### src/rtl/cfi_pkg.sv
package cfi_pkg;

    // Event class codes seen on the retirement interface
    typedef enum logic [2:0] {
        EV_PLAIN = 3'd0,
        EV_DCALL = 3'd1,
        EV_ICALL = 3'd2,
        EV_RET   = 3'd3,
        EV_IJMP  = 3'd4
    } ev_class_e;

    // Fault cause codes
    typedef enum logic [1:0] {
        CAUSE_NONE     = 2'b00,
        CAUSE_MISMATCH = 2'b01,
        CAUSE_NO_LAND  = 2'b10,
        CAUSE_BOUNDS   = 2'b11
    } cause_e;

    typedef enum logic [1:0] {
        ST_MONITOR = 2'd0,
        ST_ARMED   = 2'd1,
        ST_HALTED  = 2'd2
    } mon_state_e;

    // Decoded view of one retired event
    typedef struct packed {
        logic push;
        logic pop;
        logic indirect;
        logic marker;
    } ev_dec_t;

endpackage

### src/rtl/cfi_event_decode.sv
module cfi_event_decode
    import cfi_pkg::*;
(
    input  logic [2:0] ev_class_i,
    input  logic       ev_landing_i,
    output ev_dec_t    dec_o
);

    always_comb begin
        dec_o        = '0;
        dec_o.marker = ev_landing_i;
        case (ev_class_e'(ev_class_i))
            EV_DCALL: dec_o.push = 1'b1;
            EV_ICALL: begin
                dec_o.push     = 1'b1;
                dec_o.indirect = 1'b1;
            end
            EV_RET:   dec_o.pop = 1'b1;
            EV_IJMP:  dec_o.indirect = 1'b1;
            default:  ; // plain instruction, including unused codes
        endcase
    end

endmodule

### src/rtl/cfi_shadow_stack.sv
module cfi_shadow_stack #(
    parameter int ADDR_W = 32,
    parameter int DEPTH  = 32
) (
    input  logic              clk,
    input  logic              rst_n,
    input  logic              flush_i,
    input  logic              push_i,
    input  logic              pop_i,
    input  logic [ADDR_W-1:0] push_addr_i,
    output logic [ADDR_W-1:0] top_o,
    output logic              empty_o,
    output logic              full_o
);

    localparam int CW = $clog2(DEPTH + 1);
    localparam int IW = (DEPTH > 1) ? $clog2(DEPTH) : 1;
    localparam logic [CW-1:0] LIMIT = CW'(DEPTH);

    logic [ADDR_W-1:0] slots [DEPTH];
    logic [CW-1:0]     fill;
    logic [CW-1:0]     top_idx;
    logic [CW-1:0]     wr_idx;

    assign top_idx = fill - CW'(1);
    assign wr_idx  = fill;
    assign top_o   = slots[top_idx[IW-1:0]];
    assign empty_o = (fill == '0);
    assign full_o  = (fill == LIMIT);

    always_ff @(posedge clk or negedge rst_n) begin
        if (!rst_n) begin
            fill <= '0;
        end else if (flush_i) begin
            fill <= '0;
        end else if (push_i && !full_o) begin
            fill <= fill + CW'(1);
        end else if (pop_i && !empty_o) begin
            fill <= fill - CW'(1);
        end
    end

    always_ff @(posedge clk) begin
        if (!flush_i && push_i && !full_o) begin
            slots[wr_idx[IW-1:0]] <= push_addr_i;
        end
    end


    no_overflow_chk: assert property (@(posedge clk) disable iff (!rst_n)
        fill <= LIMIT);


    push_when_full_chk: assert property (@(posedge clk) disable iff (!rst_n)
        push_i |-> !full_o);


    flush_empties_chk: assert property (@(posedge clk) disable iff (!rst_n)
        flush_i |=> empty_o);

endmodule

### src/rtl/cfi_fault_ctrl.sv
module cfi_fault_ctrl
    import cfi_pkg::*;
#(
    parameter int ADDR_W = 32
) (
    input  logic              clk,
    input  logic              rst_n,
    input  logic              clear_i,
    input  logic              ev_valid_i,
    input  ev_dec_t           dec_i,
    input  logic [ADDR_W-1:0] ev_addr_i,
    input  logic              ret_en_i,
    input  logic              land_en_i,
    input  logic [ADDR_W-1:0] stk_top_i,
    input  logic              stk_empty_i,
    input  logic              stk_full_i,
    output logic              stk_push_o,
    output logic              stk_pop_o,
    output logic              stk_flush_o,
    output logic              fault_o,
    output logic [1:0]        cause_o
);

    mon_state_e state, state_n;
    cause_e     cause_c;
    logic       active, land_miss, bounds, mism, trip, commit;

    assign active    = ev_valid_i && (state != ST_HALTED) && !clear_i;
    assign land_miss = (state == ST_ARMED) && !dec_i.marker && land_en_i;
    assign bounds    = ret_en_i && ((dec_i.push && stk_full_i) ||
                                    (dec_i.pop && stk_empty_i));
    assign mism      = ret_en_i && dec_i.pop && !stk_empty_i &&
                       (stk_top_i != ev_addr_i);

    always_comb begin
        if (land_miss)   cause_c = CAUSE_NO_LAND;
        else if (bounds) cause_c = CAUSE_BOUNDS;
        else if (mism)   cause_c = CAUSE_MISMATCH;
        else             cause_c = CAUSE_NONE;
    end

    assign trip        = active && (cause_c != CAUSE_NONE);
    assign commit      = active && !trip;
    assign stk_push_o  = commit && dec_i.push && !stk_full_i;
    assign stk_pop_o   = commit && dec_i.pop && !stk_empty_i;
    assign stk_flush_o = clear_i;

    // Next-state logic: transitions arm, settle, trip, clear
    always_comb begin
        state_n = state;
        unique case (state)
            ST_MONITOR, ST_ARMED: begin
                if (clear_i)     state_n = ST_MONITOR;
                else if (trip)   state_n = ST_HALTED;
                else if (active) state_n = dec_i.indirect ? ST_ARMED : ST_MONITOR;
            end
            ST_HALTED: begin
                if (clear_i)     state_n = ST_MONITOR;
            end
            default:             state_n = ST_MONITOR;
        endcase
    end

    // State register
    always_ff @(posedge clk or negedge rst_n) begin
        if (!rst_n) state <= ST_MONITOR;
        else        state <= state_n;
    end

    // Output register
    always_ff @(posedge clk or negedge rst_n) begin
        if (!rst_n) begin
            fault_o <= 1'b0;
            cause_o <= CAUSE_NONE;
        end else begin
            fault_o <= trip;
            cause_o <= trip ? cause_c : CAUSE_NONE;
        end
    end


    fault_pulse_chk: assert property (@(posedge clk) disable iff (!rst_n)
        fault_o |=> !fault_o);


    halted_silent_chk: assert property (@(posedge clk) disable iff (!rst_n)
        (state == ST_HALTED) |=> !fault_o);


    cause_coded_chk: assert property (@(posedge clk) disable iff (!rst_n)
        fault_o |-> (cause_o != CAUSE_NONE));


    landing_miss_chk: assert property (@(posedge clk) disable iff (!rst_n)
        (state == ST_ARMED && ev_valid_i && !clear_i && land_en_i && !dec_i.marker)
        |=> (fault_o && cause_o == CAUSE_NO_LAND));


    bubble_hold_chk: assert property (@(posedge clk) disable iff (!rst_n)
        (!ev_valid_i && !clear_i) |=> $stable(state));

endmodule

### src/rtl/cfi_monitor.sv
module cfi_monitor
    import cfi_pkg::*;
#(
    parameter int ADDR_W = 32,
    parameter int DEPTH  = 32
) (
    input  logic              clk,
    input  logic              rst_n,
    input  logic              clear_i,
    input  logic              ev_valid_i,
    input  logic [2:0]        ev_class_i,
    input  logic [ADDR_W-1:0] ev_addr_i,
    input  logic              ev_landing_i,
    input  logic              ret_chk_en_i,
    input  logic              land_chk_en_i,
    output logic              fault_o,
    output logic [1:0]        fault_cause_o
);

    ev_dec_t           dec;
    logic              stk_push, stk_pop, stk_flush;
    logic [ADDR_W-1:0] stk_top;
    logic              stk_empty, stk_full;

    cfi_event_decode u_decode (
        .ev_class_i   (ev_class_i),
        .ev_landing_i (ev_landing_i),
        .dec_o        (dec)
    );

    cfi_shadow_stack #(
        .ADDR_W (ADDR_W),
        .DEPTH  (DEPTH)
    ) u_stack (
        .clk         (clk),
        .rst_n       (rst_n),
        .flush_i     (stk_flush),
        .push_i      (stk_push),
        .pop_i       (stk_pop),
        .push_addr_i (ev_addr_i),
        .top_o       (stk_top),
        .empty_o     (stk_empty),
        .full_o      (stk_full)
    );

    cfi_fault_ctrl #(
        .ADDR_W (ADDR_W)
    ) u_ctrl (
        .clk         (clk),
        .rst_n       (rst_n),
        .clear_i     (clear_i),
        .ev_valid_i  (ev_valid_i),
        .dec_i       (dec),
        .ev_addr_i   (ev_addr_i),
        .ret_en_i    (ret_chk_en_i),
        .land_en_i   (land_chk_en_i),
        .stk_top_i   (stk_top),
        .stk_empty_i (stk_empty),
        .stk_full_i  (stk_full),
        .stk_push_o  (stk_push),
        .stk_pop_o   (stk_pop),
        .stk_flush_o (stk_flush),
        .fault_o     (fault_o),
        .cause_o     (fault_cause_o)
    );

endmodule

### config.mk
export PLATFORM = sky130hd
export DESIGN_NAME = cfi_monitor
export DESIGN_NICKNAME = d
export VERILOG_FILES = /design/src/rtl/cfi_pkg.sv /design/src/rtl/cfi_event_decode.sv /design/src/rtl/cfi_shadow_stack.sv /design/src/rtl/cfi_fault_ctrl.sv /design/src/rtl/cfi_monitor.sv
export SDC_FILE = /design/constraint.sdc
export NUM_CORES = 1
export LEC_CHECK = 0
export BUFFER_PORTS_ARGS = -buffer_cell sky130_fd_sc_hd__buf_2
export CAP_MARGIN = 0
export CORE_ASPECT_RATIO = 0.6
export CORE_UTILIZATION = 55
export DETAILED_ROUTE_END_ITERATION = 8
export PLACE_DENSITY = 0.78
export SYNTH_ARGS = -nofsm -noshare
export SYNTH_HDL_FRONTEND = slang
export SYNTH_SLANG_ARGS = --single-unit
export TNS_END_PERCENT = 50
### constraint.sdc
create_clock -name clk -period 9 [get_ports clk]
set_input_delay 1.35 -clock clk [delete_from_list [all_inputs] [get_ports clk]]
set_output_delay 1.35 -clock clk [all_outputs]
set_load 0.02 [all_outputs]
# After elaboration in Yosys (flattened, before gate mapping)
# Memories as Yosys holds them, arrays and structs flattened.
# Index checks and enable logic that the tools add are counted.
# Widths: inputs -> output; s select.
[word_totals] n_memories=1 ff_bits=11 mem_bits_ro=0 mem_bits_rw=1024 out_inout_bits=3 word_cells=70 input_bits=42 latch_bits=0
[classes] div=0 multipliers=0 eq_ne=11 n_reduce_logical=34 muxes=18 add_sub_neg=2 shifts=0 order_cmp=0 bitwise_logic=0
[memory_table] name="u_stack.slots" depth=32 word_bits=32 read_ports=1 rd_clocked_by_memory_dff=0 write_ports=1 line="cfi_shadow_stack.sv:20" source="logic [ADDR_W-1:0] slots [DEPTH];"
[ops] operator="$ne 32x32->1" n=1
[ops] operator="$logic_and 1x1->1" n=20
[ops] operator="$mux 6" n=3
[ops] operator="$mux 2" n=7
[ops] operator="$mux 1" n=7
[ops] operator="$add 6x1->6 const B" n=1
[ops] operator="$eq 3x2->1 const B" n=2
[ops] operator="$eq 6x6->1 const B" n=1
[ops] operator="$logic_not 6->1" n=1
[ops] operator="$reduce_or 2->1" n=3
[ops] operator="$sub 6x1->6 const B" n=1
[ops] operator="$logic_not 1->1" n=5
[ops] operator="$ne 2x2->1 const B" n=2
[ops] operator="$ne 4x2->1 const B" n=1
[ops] operator="$pmux 2 s2" n=1
[ops] operator="$eq 3x1->1 const B" n=1
[ops] operator="$eq 3x3->1 const B" n=1
[ops] operator="$reduce_bool 3->1" n=1
[ops] operator="$eq 2x1->1 const B" n=1
[ops] operator="$eq 2x2->1 const B" n=1
[ops] operator="$logic_not 2->1" n=1
[ops] operator="$reduce_and 2->1" n=1
[ops] operator="$reduce_bool 2->1" n=1
[ops] operator="$logic_or 1x1->1" n=1

# Depth between registers and ports, before layout
# Gate-level depths: netlist of the first run.
[depth] depth_word=18 mapped_depth=22 ltp_nobuf=13

# By module
# A second synthesis of the first run with hierarchy kept.
[hier_totals] cells_unflattened=1964 hier_area_um2=40502.6
[modules_own_cells] mod="cfi_shadow_stack" area_per_inst_um2=39823.2 cells_each=1884 n_inst=1 seq_area_each_um2=30899.6
[modules_own_cells] mod="cfi_fault_ctrl" area_per_inst_um2=639.4 cells_each=73 n_inst=1 seq_area_each_um2=125.1
[modules_own_cells] mod="cfi_event_decode" area_per_inst_um2=40.0 cells_each=7 n_inst=1 seq_area_each_um2=0.0

# Worst setup path after synthesis of the first run
# OpenSTA, ideal clock, no wires.
[synth_timing] path_type="reg2reg" start="register u_stack.fill[0]" end="memory u_stack.slots[10][0], enable pin" arrival_time_ps=5232 path_slack_ps=3307 path_stages_with_launch=15 required_time_ps=8539 period_less_slack_ps=5693 path_buffers=6 setup_ps=461 cell_sequence="dfrtp_1 buf_4 buf_6 buf_4 buf_4 buf_2 inv_1 ha_1 and2_1 nand4b_1 nor2b_1 and2_0 clkbuf_1 nand2_1 nor3_1"
[synth_between] elab_chain_len=17 elab_cells_between_ends=26 cone_classes="add/sub: 1; eq/ne: 2; mux: 5; reduce/logical: 17; memory: 1"
[synth_lines] element="start, declared" line="cfi_shadow_stack.sv:21" source="logic [CW-1:0] fill;"
[synth_lines] element="start signal, assigned" line="cfi_shadow_stack.sv:37" source="fill <= fill + CW'(1);"
[synth_lines] element="start signal, assigned" line="cfi_shadow_stack.sv:39" source="fill <= fill - CW'(1);"
[synth_lines] element="$sub 6x1->6 or $logic_not 6->1 (tied branches)"
[synth_lines] element="$mem_v2 32x32 or $logic_not 1->1 (tied branches)"
[synth_lines] element="$ne 32x32->1 or $logic_and 1x1->1 (tied branches)" line="cfi_fault_ctrl.sv:33, cfi_fault_ctrl.sv:32"
[synth_lines] element="$logic_and 1x1->1" line="cfi_fault_ctrl.sv:32" source="assign mism = ret_en_i && dec_i.pop && !stk_empty_i &&"
[synth_lines] element="$mux 1" line="cfi_fault_ctrl.sv:38" source="else if (mism) cause_c = CAUSE_MISMATCH;"
[synth_lines] element="$mux 2" line="cfi_fault_ctrl.sv:37" source="else if (bounds) cause_c = CAUSE_BOUNDS;"
[synth_lines] element="$mux 2" line="cfi_fault_ctrl.sv:36" source="if (land_miss) cause_c = CAUSE_NO_LAND;"
[synth_lines] element="$reduce_bool 2->1" line="cfi_fault_ctrl.sv:42" source="assign trip = active && (cause_c != CAUSE_NONE);"
[synth_lines] element="$logic_and 1x1->1" line="cfi_fault_ctrl.sv:42"
[synth_lines] element="$logic_not 1->1" line="cfi_fault_ctrl.sv:43" source="assign commit = active && !trip;"
[synth_lines] element="$logic_and 1x1->1" line="cfi_fault_ctrl.sv:43"
[synth_lines] element="$logic_and 1x1->1 (2 in series)" line="cfi_fault_ctrl.sv:44" source="assign stk_push_o = commit && dec_i.push && !stk_full_i;"
[synth_lines] element="$logic_and 1x1->1 (2 in series)" line="cfi_shadow_stack.sv:44" source="if (!flush_i && push_i && !full_o) begin"
[synth_lines] element="$mux 1" line="cfi_shadow_stack.sv:44"
[synth_lines] element="$mux 1 (not written as such)" line="cfi_shadow_stack.sv:45" source="slots[wr_idx[IW-1:0]] <= push_addr_i;"
[synth_lines] element="end, declared" line="cfi_shadow_stack.sv:20"
# Several ways; a longest one is shown, not always the timed one.

# Final worst setup path of the first run
[layout_timing] start="register u_stack.fill[0]" end="register u_stack.fill[4]"
[layout_between] elab_chain_len=16 elab_cells_between_ends=31 cone_classes="add/sub: 2; eq/ne: 2; mux: 6; reduce/logical: 20; memory: 1"
[layout_lines] element="$sub 6x1->6 or $logic_not 6->1 (tied branches)" line="cfi_shadow_stack.sv:39, cfi_shadow_stack.sv:28"
[layout_lines] element="$mem_v2 32x32 or $logic_not 1->1 (tied branches)"
[layout_lines] element="$ne 32x32->1 or $logic_and 1x1->1 (tied branches)" line="cfi_fault_ctrl.sv:33, cfi_fault_ctrl.sv:32"
[layout_lines] element="$logic_and 1x1->1" line="cfi_fault_ctrl.sv:32"
[layout_lines] element="$mux 1" line="cfi_fault_ctrl.sv:38"
[layout_lines] element="$mux 2" line="cfi_fault_ctrl.sv:37"
[layout_lines] element="$mux 2" line="cfi_fault_ctrl.sv:36"
[layout_lines] element="$reduce_bool 2->1" line="cfi_fault_ctrl.sv:42"
[layout_lines] element="$logic_and 1x1->1" line="cfi_fault_ctrl.sv:42"
[layout_lines] element="$logic_not 1->1" line="cfi_fault_ctrl.sv:43"
[layout_lines] element="$logic_and 1x1->1" line="cfi_fault_ctrl.sv:43"
[layout_lines] element="$logic_and 1x1->1 (2 in series)" line="cfi_fault_ctrl.sv:44"
[layout_lines] element="$logic_and 1x1->1" line="cfi_shadow_stack.sv:36" source="end else if (push_i && !full_o) begin"
[layout_lines] element="$mux 6" line="cfi_shadow_stack.sv:36"
[layout_lines] element="$mux 6" line="cfi_shadow_stack.sv:34" source="end else if (flush_i) begin"
# Several ways; a longest one is shown, not always the timed one. The select of a mux whose other input is x is not followed.
# A chain may end at the register's enable or synchronous reset.

==> results of run 1 <==
==> sequential cells by signal, summed over array words and instances, names as in the netlist <==
| name | count |
|---|---|
| u_ctrl.cause_o | 2 |
| u_ctrl.fault_o | 1 |
| u_ctrl.state | 2 |
| u_stack.fill | 6 |
| u_stack.slots | 1024 |
==> area by class of cell <==
class	instances	area, µm²	share of cell area (%)
repair buffers	99	683	1.51
flip-flops and latches	1035	31000	68.7
diodes	3	7.51	0.0166
multi-input cells	758	9270	20.5
clock buffers	109	2350	5.21
clock inverters	52	582	1.29
well taps	975	1220	2.70
inverters	8	30.0	0.0665
==> kinds of logic (layout without fill, tap and decap cells) <==
group,Yosys count,in the layout,share of synthesized area (%)
flops,1035,1035,76.3
simple gates,304,304,3.81
mux,284,284,14.9
compound gates,138,138,2.60
buf+inv,118,268,1.60
xor+xnor,27,27,0.619
fa+ha+maj,5,5,0.154
other cells,0,3,0
==> synth_stat cells, types with 8 or more instances <==
library cell | instances | area [µm²]
sky130_fd_sc_hd__a211oi_1 | 66 | 495
sky130_fd_sc_hd__nand3_1 | 25 | 125
sky130_fd_sc_hd__edfxtp_1 | 1024 | 30700
sky130_fd_sc_hd__dfrtp_1 | 11 | 275
sky130_fd_sc_hd__o21ai_0 | 13 | 65.1
sky130_fd_sc_hd__nand2_1 | 96 | 360
sky130_fd_sc_hd__xnor2_1 | 20 | 175
sky130_fd_sc_hd__mux2i_1 | 24 | 240
sky130_fd_sc_hd__inv_1 | 8 | 30.0
sky130_fd_sc_hd__clkbuf_1 | 39 | 146
sky130_fd_sc_hd__nor2_1 | 41 | 154
sky130_fd_sc_hd__mux4_2 | 256 | 5770
sky130_fd_sc_hd__buf_6 | 12 | 135
sky130_fd_sc_hd__buf_2 | 33 | 165
sky130_fd_sc_hd__nor4_1 | 19 | 119
sky130_fd_sc_hd__and3_1 | 66 | 413
sky130_fd_sc_hd__nor3_1 | 17 | 85.1
sky130_fd_sc_hd__a32o_1 | 16 | 160
sky130_fd_sc_hd__buf_4 | 20 | 150
==> worst min-delay path by stage <==
stage / end / slack [ns] / cells after the start
6_report: u_stack.fill[0]$_DFFE_PN0P_ / 0.58 / 1
3_3_place_gp: u_ctrl.state[0]$_DFFE_PN0P_ / 0.51 / 1
2_1_floorplan: u_stack.fill[5]$_DFFE_PN0P_ / 0.47 / 1
4_1_cts: u_stack.fill[2]$_DFFE_PN0P_ / 0.56 / 1
3_5_place_dp: u_ctrl.state[0]$_DFFE_PN0P_ / 0.55 / 1
5_1_grt: u_stack.fill[2]$_DFFE_PN0P_ / 0.59 / 1
==> layer usage <==
| layer | GRT usage [%] | wire (µm) | up-vias |
|---|---|---|---|
| met5 | 0 | 14 | - |
| met4 | 9.67 | 3690 | 2 |
| met3 | 7.73 | 14000 | 241 |
| met2 | 39.2 | 44200 | 1622 |
| met1 | 39.8 | 38600 | 10800 |
| li1 | - | - | 8198 |
==> cells in the final DEF (no fill, tap or decap), types with 10 or more instances in the layout <==
cell                        netlist  layout
sky130_fd_sc_hd__dfrtp_1         11      10
sky130_fd_sc_hd__nor2_1          41      14
sky130_fd_sc_hd__o21ai_0         13      13
sky130_fd_sc_hd__nand3_1         25      25
sky130_fd_sc_hd__edfxtp_1      1024    1024
sky130_fd_sc_hd__mux4_2         256     256
sky130_fd_sc_hd__nand2_1         96      96
sky130_fd_sc_hd__mux2i_1         24      24
sky130_fd_sc_hd__clkinv_1         0      12
sky130_fd_sc_hd__clkbuf_1        39      16
sky130_fd_sc_hd__clkinv_2         0      20
sky130_fd_sc_hd__bufinv_16        0      12
sky130_fd_sc_hd__buf_2           33      44
sky130_fd_sc_hd__a32o_1          16      16
sky130_fd_sc_hd__a211oi_1        66      66
sky130_fd_sc_hd__xnor2_1         20      20
sky130_fd_sc_hd__clkbuf_16        0      90
sky130_fd_sc_hd__nor4_1          19      19
sky130_fd_sc_hd__and3_1          66      65
sky130_fd_sc_hd__nor2_4           0      27
sky130_fd_sc_hd__nor3_1          17      13
sky130_fd_sc_hd__buf_4           20      51
==> report_power, final <==
group	switching (W)	total (W)	leakage, nW	internal [W]
combinational	0.00129	0.00200	3.15	0.000711
sequential	0.0000419	0.00536	9.35	0.00532
clock	0.00171	0.00391	1.44	0.00221
total	0.00304	0.0113	13.9	0.00824
==> through the flow <==
stage	util (%)	hold slack [ns]	instances	total power, W	setup WS [ns]
2_1_floorplan	-	0.474	1911	0.00670	3.31
3_3_place_gp	58.3	0.515	2875	0.00736	3.22
3_5_place_dp	58.3	0.546	2875	0.00739	3.22
4_1_cts	62.3	0.558	3036	0.0113	3.14
5_1_grt	62.3	0.589	3039	0.0116	2.69
6_report	62.3	0.580	3039	0.0113	3.02
==> summary.txt, run 1 <==
total negative setup slack -> 0 ns
# Post-CTS Setup Buffers -> 0
destination of the worst register-to-register timing path -> u_stack.fill[4]$_DFFE_PN0P_
DR DRC count -> 0
gate count after technology mapping -> 1911
CP Data Required Time -> 9.58 ns
Syn. warnings -> 0
Critical path destination -> u_stack.fill[4]$_DFFE_PN0P_
number of buffers created by CTS -> 86
register-to-register path setup slack -> 3.02 ns
sequential share of the synthesized area -> 76.3%
RSZ-0062 raised after global routing -> no
critical path data arrival time -> 6.57 ns
number of synthesized register bits -> 1035
PortBufs -> 44
Post-Syn Area per Cell -> 21.3 µm²
post-detailed-route count of antenna-violating nets -> 0
average wire length per cell after detail routing -> 33.1 µm
Pre-Repair DR Iteration Count -> 6
most common cell type on the critical path -> sky130_fd_sc_hd__nor4_1
worst slew pin tran -> 1.13 ns
EDFF count, synth -> 1024
sort of element at the start of the critical path -> flop
Layout area overhead -> 11.1%
number of pins with negative max-slew slack in the final report -> 0
layout cell share with drive strength beyond 1 -> 26.4%
time the worst path needs with I/O delays and setup -> 5.98 ns
Rel. slew slack -> 24.4%
number of different library cells in the post-synthesis netlist -> 60
maximum resistive drop on vdd -> 177 µV
number of global-route vias before repair -> 20500
detailed placer's ending HPWL -> 51.5 mm
critical path buffer and inverter count -> 2
Final Cell Area -> 0.0452 mm²
cell at the slowest stage of the critical path -> sky130_fd_sc_hd__buf_4
vias per std cell -> 6.86
post-route fraction of the period consumed by the critical path -> 66.5%
Clock Sink Count -> 1035
leading register cell type out of synthesis -> sky130_fd_sc_hd__edfxtp_1
kind of cell adding the most delay to the critical path -> buffers and inverters
wire length of the first global-routing pass -> 143 mm
largest net degree at the start of global routing -> 108
Die H -> 213 µm
setup violators final -> 0
clock tree root buffer cell -> sky130_fd_sc_hd__clkbuf_16
Setup Skew -> 0.0252 ns
Filler Cells Inserted -> 4794
cell depth of the worst flop-to-flop path -> 13
asr flop ratio synth -> 1.06%
power density of the placed cells -> 250 mW/mm²
total die area -> 0.0750 mm²
Horiz. Die Dim -> 353 µm
Final nets -> 2035
Final GP Congestion -> 0.916
Initial DRC Count -> 3170
worst setup path start -> u_stack.fill[0]$_DFFE_PN0P_
post-cts repair resize count -> 0
number of cell rows -> 76
H-Tree Depth -> 3
Critical Path Fanout Max -> 107
cell area after technology mapping -> 0.0406 mm²
TritonCTS clock tree -> built
maximum operating frequency -> 167 MHz
register clock-pin slew on the reported worst setup and hold paths -> 0.07 ns
Post-CTS Hold Fix Bufs -> 0
number of max-capacitance violations reported -> 0
remaining global-route overflow -> 0
critical path, cell by cell -> buf_12 -> buf_4 -> mux4_2 -> and3_1 -> a211oi_1 -> nor4_1 -> xnor2_1 -> o2111ai_1 -> nor4_1 -> nand4_1 -> a211o_1 -> a21oi_1 -> o22a_1
placed standard-cell area -> 0.0422 mm²
clock latency at the later pin of the worst-skew pair -> 0.66 ns
CP Depth -> 13
number of buffers on the longest clock path -> 3
sum of routed wire length over all layers -> 101 mm
type of element capturing the critical path -> flop
outcome -> finished, final reports clean
LEAKAGE -> 13.9 nW
final hold violations -> 0
GRT Total Usage -> 27.1%
via count -> 20800
largest incremental delay on the critical path -> 0.80 ns
worst reg2reg startpoint -> u_stack.fill[0]$_DFFE_PN0P_
Post-Syn Nets -> 1958
number of antenna violations at the first check in global routing -> 4
HP Class -> input port to asynchronous set/reset pin
number of I/O pins -> 45
effective utilization at floorplan -> 56.1%
startpoint-to-endpoint class of the critical path -> flop to flop
area of the core -> 0.0725 mm²
No activity file was read; power rests on OpenSTA's default activity.
==> inputs of run 2 (changes only) <==
==> constraint.sdc (replaced) <==
create_clock -name clk -period 5.8 [get_ports clk]
set_input_delay 0.87 -clock clk [delete_from_list [all_inputs] [get_ports clk]]
set_output_delay 0.87 -clock clk [all_outputs]
set_load 0.02 [all_outputs]
==> run 2 against run 1 <==
  * Final cell count is 0.79% higher
  * Via count is 0.88% higher
  * Clock power is 45% higher
  * Fmax is 11% higher
  * Highest routed layer unchanged
  * Sequential power is 55% higher
  * First-iteration DRC count is 9.8% higher
  * Worst setup slack worse by 2.6 ns
  * Largest cell class unchanged
  * Clock skew is 0.0044 ns lower
  * Global-route usage is 0.92 points higher
==> summary.txt, run 2 (same netlist as run 1, synthesis figures left out) <==
outcome -> finished, final reports clean
Rel. slew slack -> 15.5%
Horiz. Die Dim -> 353 µm
largest net degree at the start of global routing -> 103
Critical Path Fanout Max -> 60
number of antenna violations at the first check in global routing -> 5
startpoint-to-endpoint class of the critical path -> flop to flop
area of the core -> 0.0725 mm²
multi-input combinational cell area -> 0.00927 mm²
time the worst path needs with I/O delays and setup -> 5.37 ns
number of max-capacitance violations reported -> 0
sum of routed wire length over all layers -> 103 mm
power density of the placed cells -> 379 mW/mm²
Initial DRC Count -> 3481
Die H -> 213 µm
Post-CTS Hold Fix Bufs -> 0
PortBufs -> 44
maximum resistive drop on vdd -> 316 µV
Final nets -> 2066
maximum operating frequency -> 186 MHz
DR DRC count -> 0
total die area -> 0.0750 mm²
number of instances in the placed design -> 2905
Layout area overhead -> 11.7%
Filler Cells Inserted -> 4785
core utilization of the finished layout -> 62.7%
final hold violations -> 0
flip-flop count of the largest register, all copies and words added -> 1024
total negative setup slack -> 0 ns
layout cell share with drive strength beyond 1 -> 26.8%
LEAKAGE -> 14.0 nW
post-route fraction of the period consumed by the critical path -> 92.6%
HP Class -> input port to asynchronous set/reset pin
number of standard cells in the final layout excluding fillers -> 3063
top library cells by usage in the layout, fill and taps aside -> 1024 x sky130_fd_sc_hd__edfxtp_1, 256 x sky130_fd_sc_hd__mux4_2, 96 x sky130_fd_sc_hd__nand2_1
average wire length per cell after detail routing -> 33.7 µm
type of element capturing the critical path -> flop
number of global-route vias before repair -> 20700
most common library cell in the layout ignoring fill and taps -> sky130_fd_sc_hd__edfxtp_1
effective utilization at floorplan -> 56.1%
GRT Total Usage -> 28.0%
worst slew pin tran -> 1.26 ns
H-Tree Depth -> 3
Clock Sink Count -> 1035
number of pins with negative max-slew slack in the final report -> 0
CP Data Required Time -> 6.38 ns
number of buffers on the longest clock path -> 3
RSZ-0062 raised after global routing -> no
number of buffers created by CTS -> 87
number of cell rows -> 76
TritonCTS clock tree -> built
clock tree root buffer cell -> sky130_fd_sc_hd__clkbuf_16
number of I/O pins -> 45
setup violators final -> 0
register area -> 0.0310 mm²
via count -> 21000
vias per std cell -> 6.86
Pre-Repair DR Iteration Count -> 5
Setup Skew -> 0.0208 ns
register clock-pin slew on the reported worst setup and hold paths -> 0.07 ns
critical path data arrival time -> 5.95 ns
sort of element at the start of the critical path -> flop
wire length of the first global-routing pass -> 147 mm
detailed placer's ending HPWL -> 55.6 mm
remaining global-route overflow -> 0
Final GP Congestion -> 0.909
clock latency at the later pin of the worst-skew pair -> 0.66 ns
post-detailed-route count of antenna-violating nets -> 0
run 2: cell types whose count changed in the layout (fill, tap and decap cells not counted), sizes merged:
cell | before | now
clkinv | 33 | 31
clkbuf | 109 | 113
buf | 99 | 129
inv | 12 | 13
bufinv | 12 | 5
diode | 3 | 1
run 2: critical path, stage by stage (launching register included):
cell and delay [ns]:
sky130_fd_sc_hd__dfrtp_4 0.75, sky130_fd_sc_hd__inv_1 0.22, sky130_fd_sc_hd__ha_4 0.65, sky130_fd_sc_hd__buf_12 0.39, sky130_fd_sc_hd__buf_4 0.35, sky130_fd_sc_hd__buf_4 0.31, sky130_fd_sc_hd__mux4_2 0.27, sky130_fd_sc_hd__nand2_1 0.06
sky130_fd_sc_hd__nand3_1 0.15, sky130_fd_sc_hd__nand4_1 0.14, sky130_fd_sc_hd__xnor2_1 0.65, sky130_fd_sc_hd__nor4_2 0.20, sky130_fd_sc_hd__a41oi_1 0.33, sky130_fd_sc_hd__nand2_1 0.30, sky130_fd_sc_hd__a211o_1 0.40, sky130_fd_sc_hd__nand3_1 0.08
run 2: where the power goes:
| part | switching [W] | internal, W | leakage (nW) | total, W |
|---|---|---|---|---|
| clock | 0.00260 | 0.00308 | 1.31 | 0.00568 |
| sequential | 0.0000481 | 0.00825 | 9.35 | 0.00830 |
| combinational | 0.00205 | 0.00116 | 3.36 | 0.00321 |
run 2: area by class of cell:
type,instances,share of cell area [%]
clock inverters,44,0.766
repair buffers,129,2.58
diodes,1,0.00551
inverters,8,0.0661
multi-input cells,758,20.4
well taps,975,2.69
flip-flops and latches,1035,68.3
clock buffers,113,5.17
run 2: layer usage:
metal | wire, µm | GRT usage, % | vias to the layer above
met5 | 131 | 0.903 | -
met4 | 2630 | 7.44 | 8
met3 | 14500 | 10.1 | 170
met2 | 45800 | 40.3 | 1609
met1 | 40200 | 40.8 | 11000
li1 | - | - | 8252
run 2: worst paths after layout:
path | from | end | slack [ns] | cells past startpoint
worst max-delay path | u_stack.fill[0]$_DFFE_PN0P_ | u_stack.fill[1]$_DFFE_PN0P_ | 0.43 | 15
worst min-delay path | rst_n | u_ctrl.fault_o$_DFF_PN0_ | 0.12 | 1
worst max register to register | u_stack.fill[0]$_DFFE_PN0P_ | u_stack.fill[1]$_DFFE_PN0P_ | 0.43 | 15
worst min register to register | u_ctrl.state[1]$_DFFE_PN0P_ | u_ctrl.state[0]$_DFFE_PN0P_ | 0.55 | 1
max in group asynchronous | rst_n | u_stack.fill[0]$_DFFE_PN0P_ | 5.40 | 1
min in group clk | ev_valid_i | u_ctrl.state[1]$_DFFE_PN0P_ | 0.55 | 3
run 2: stage by stage:
step	setup slack [ns]	cell area [µm²]	power, W	hold WS (ns)
global route	0.276	45400	0.0177	0.116
finish	0.431	45400	0.0172	0.116
CTS	0.329	45400	0.0172	0.0832
global placement	0.422	42700	0.0115	0.512
detailed placement	0.418	42700	0.0116	0.547
floorplan	0.107	40600	0.0104	0.474
run 2: repair_timing:
action | 4_1_cts | 5_1_grt
setup endpoints to repair | 0 | 5
endpoints found under the hold margin | 0 | 0
gates resized for setup | 0 | 1
setup buffers | 0 | 0
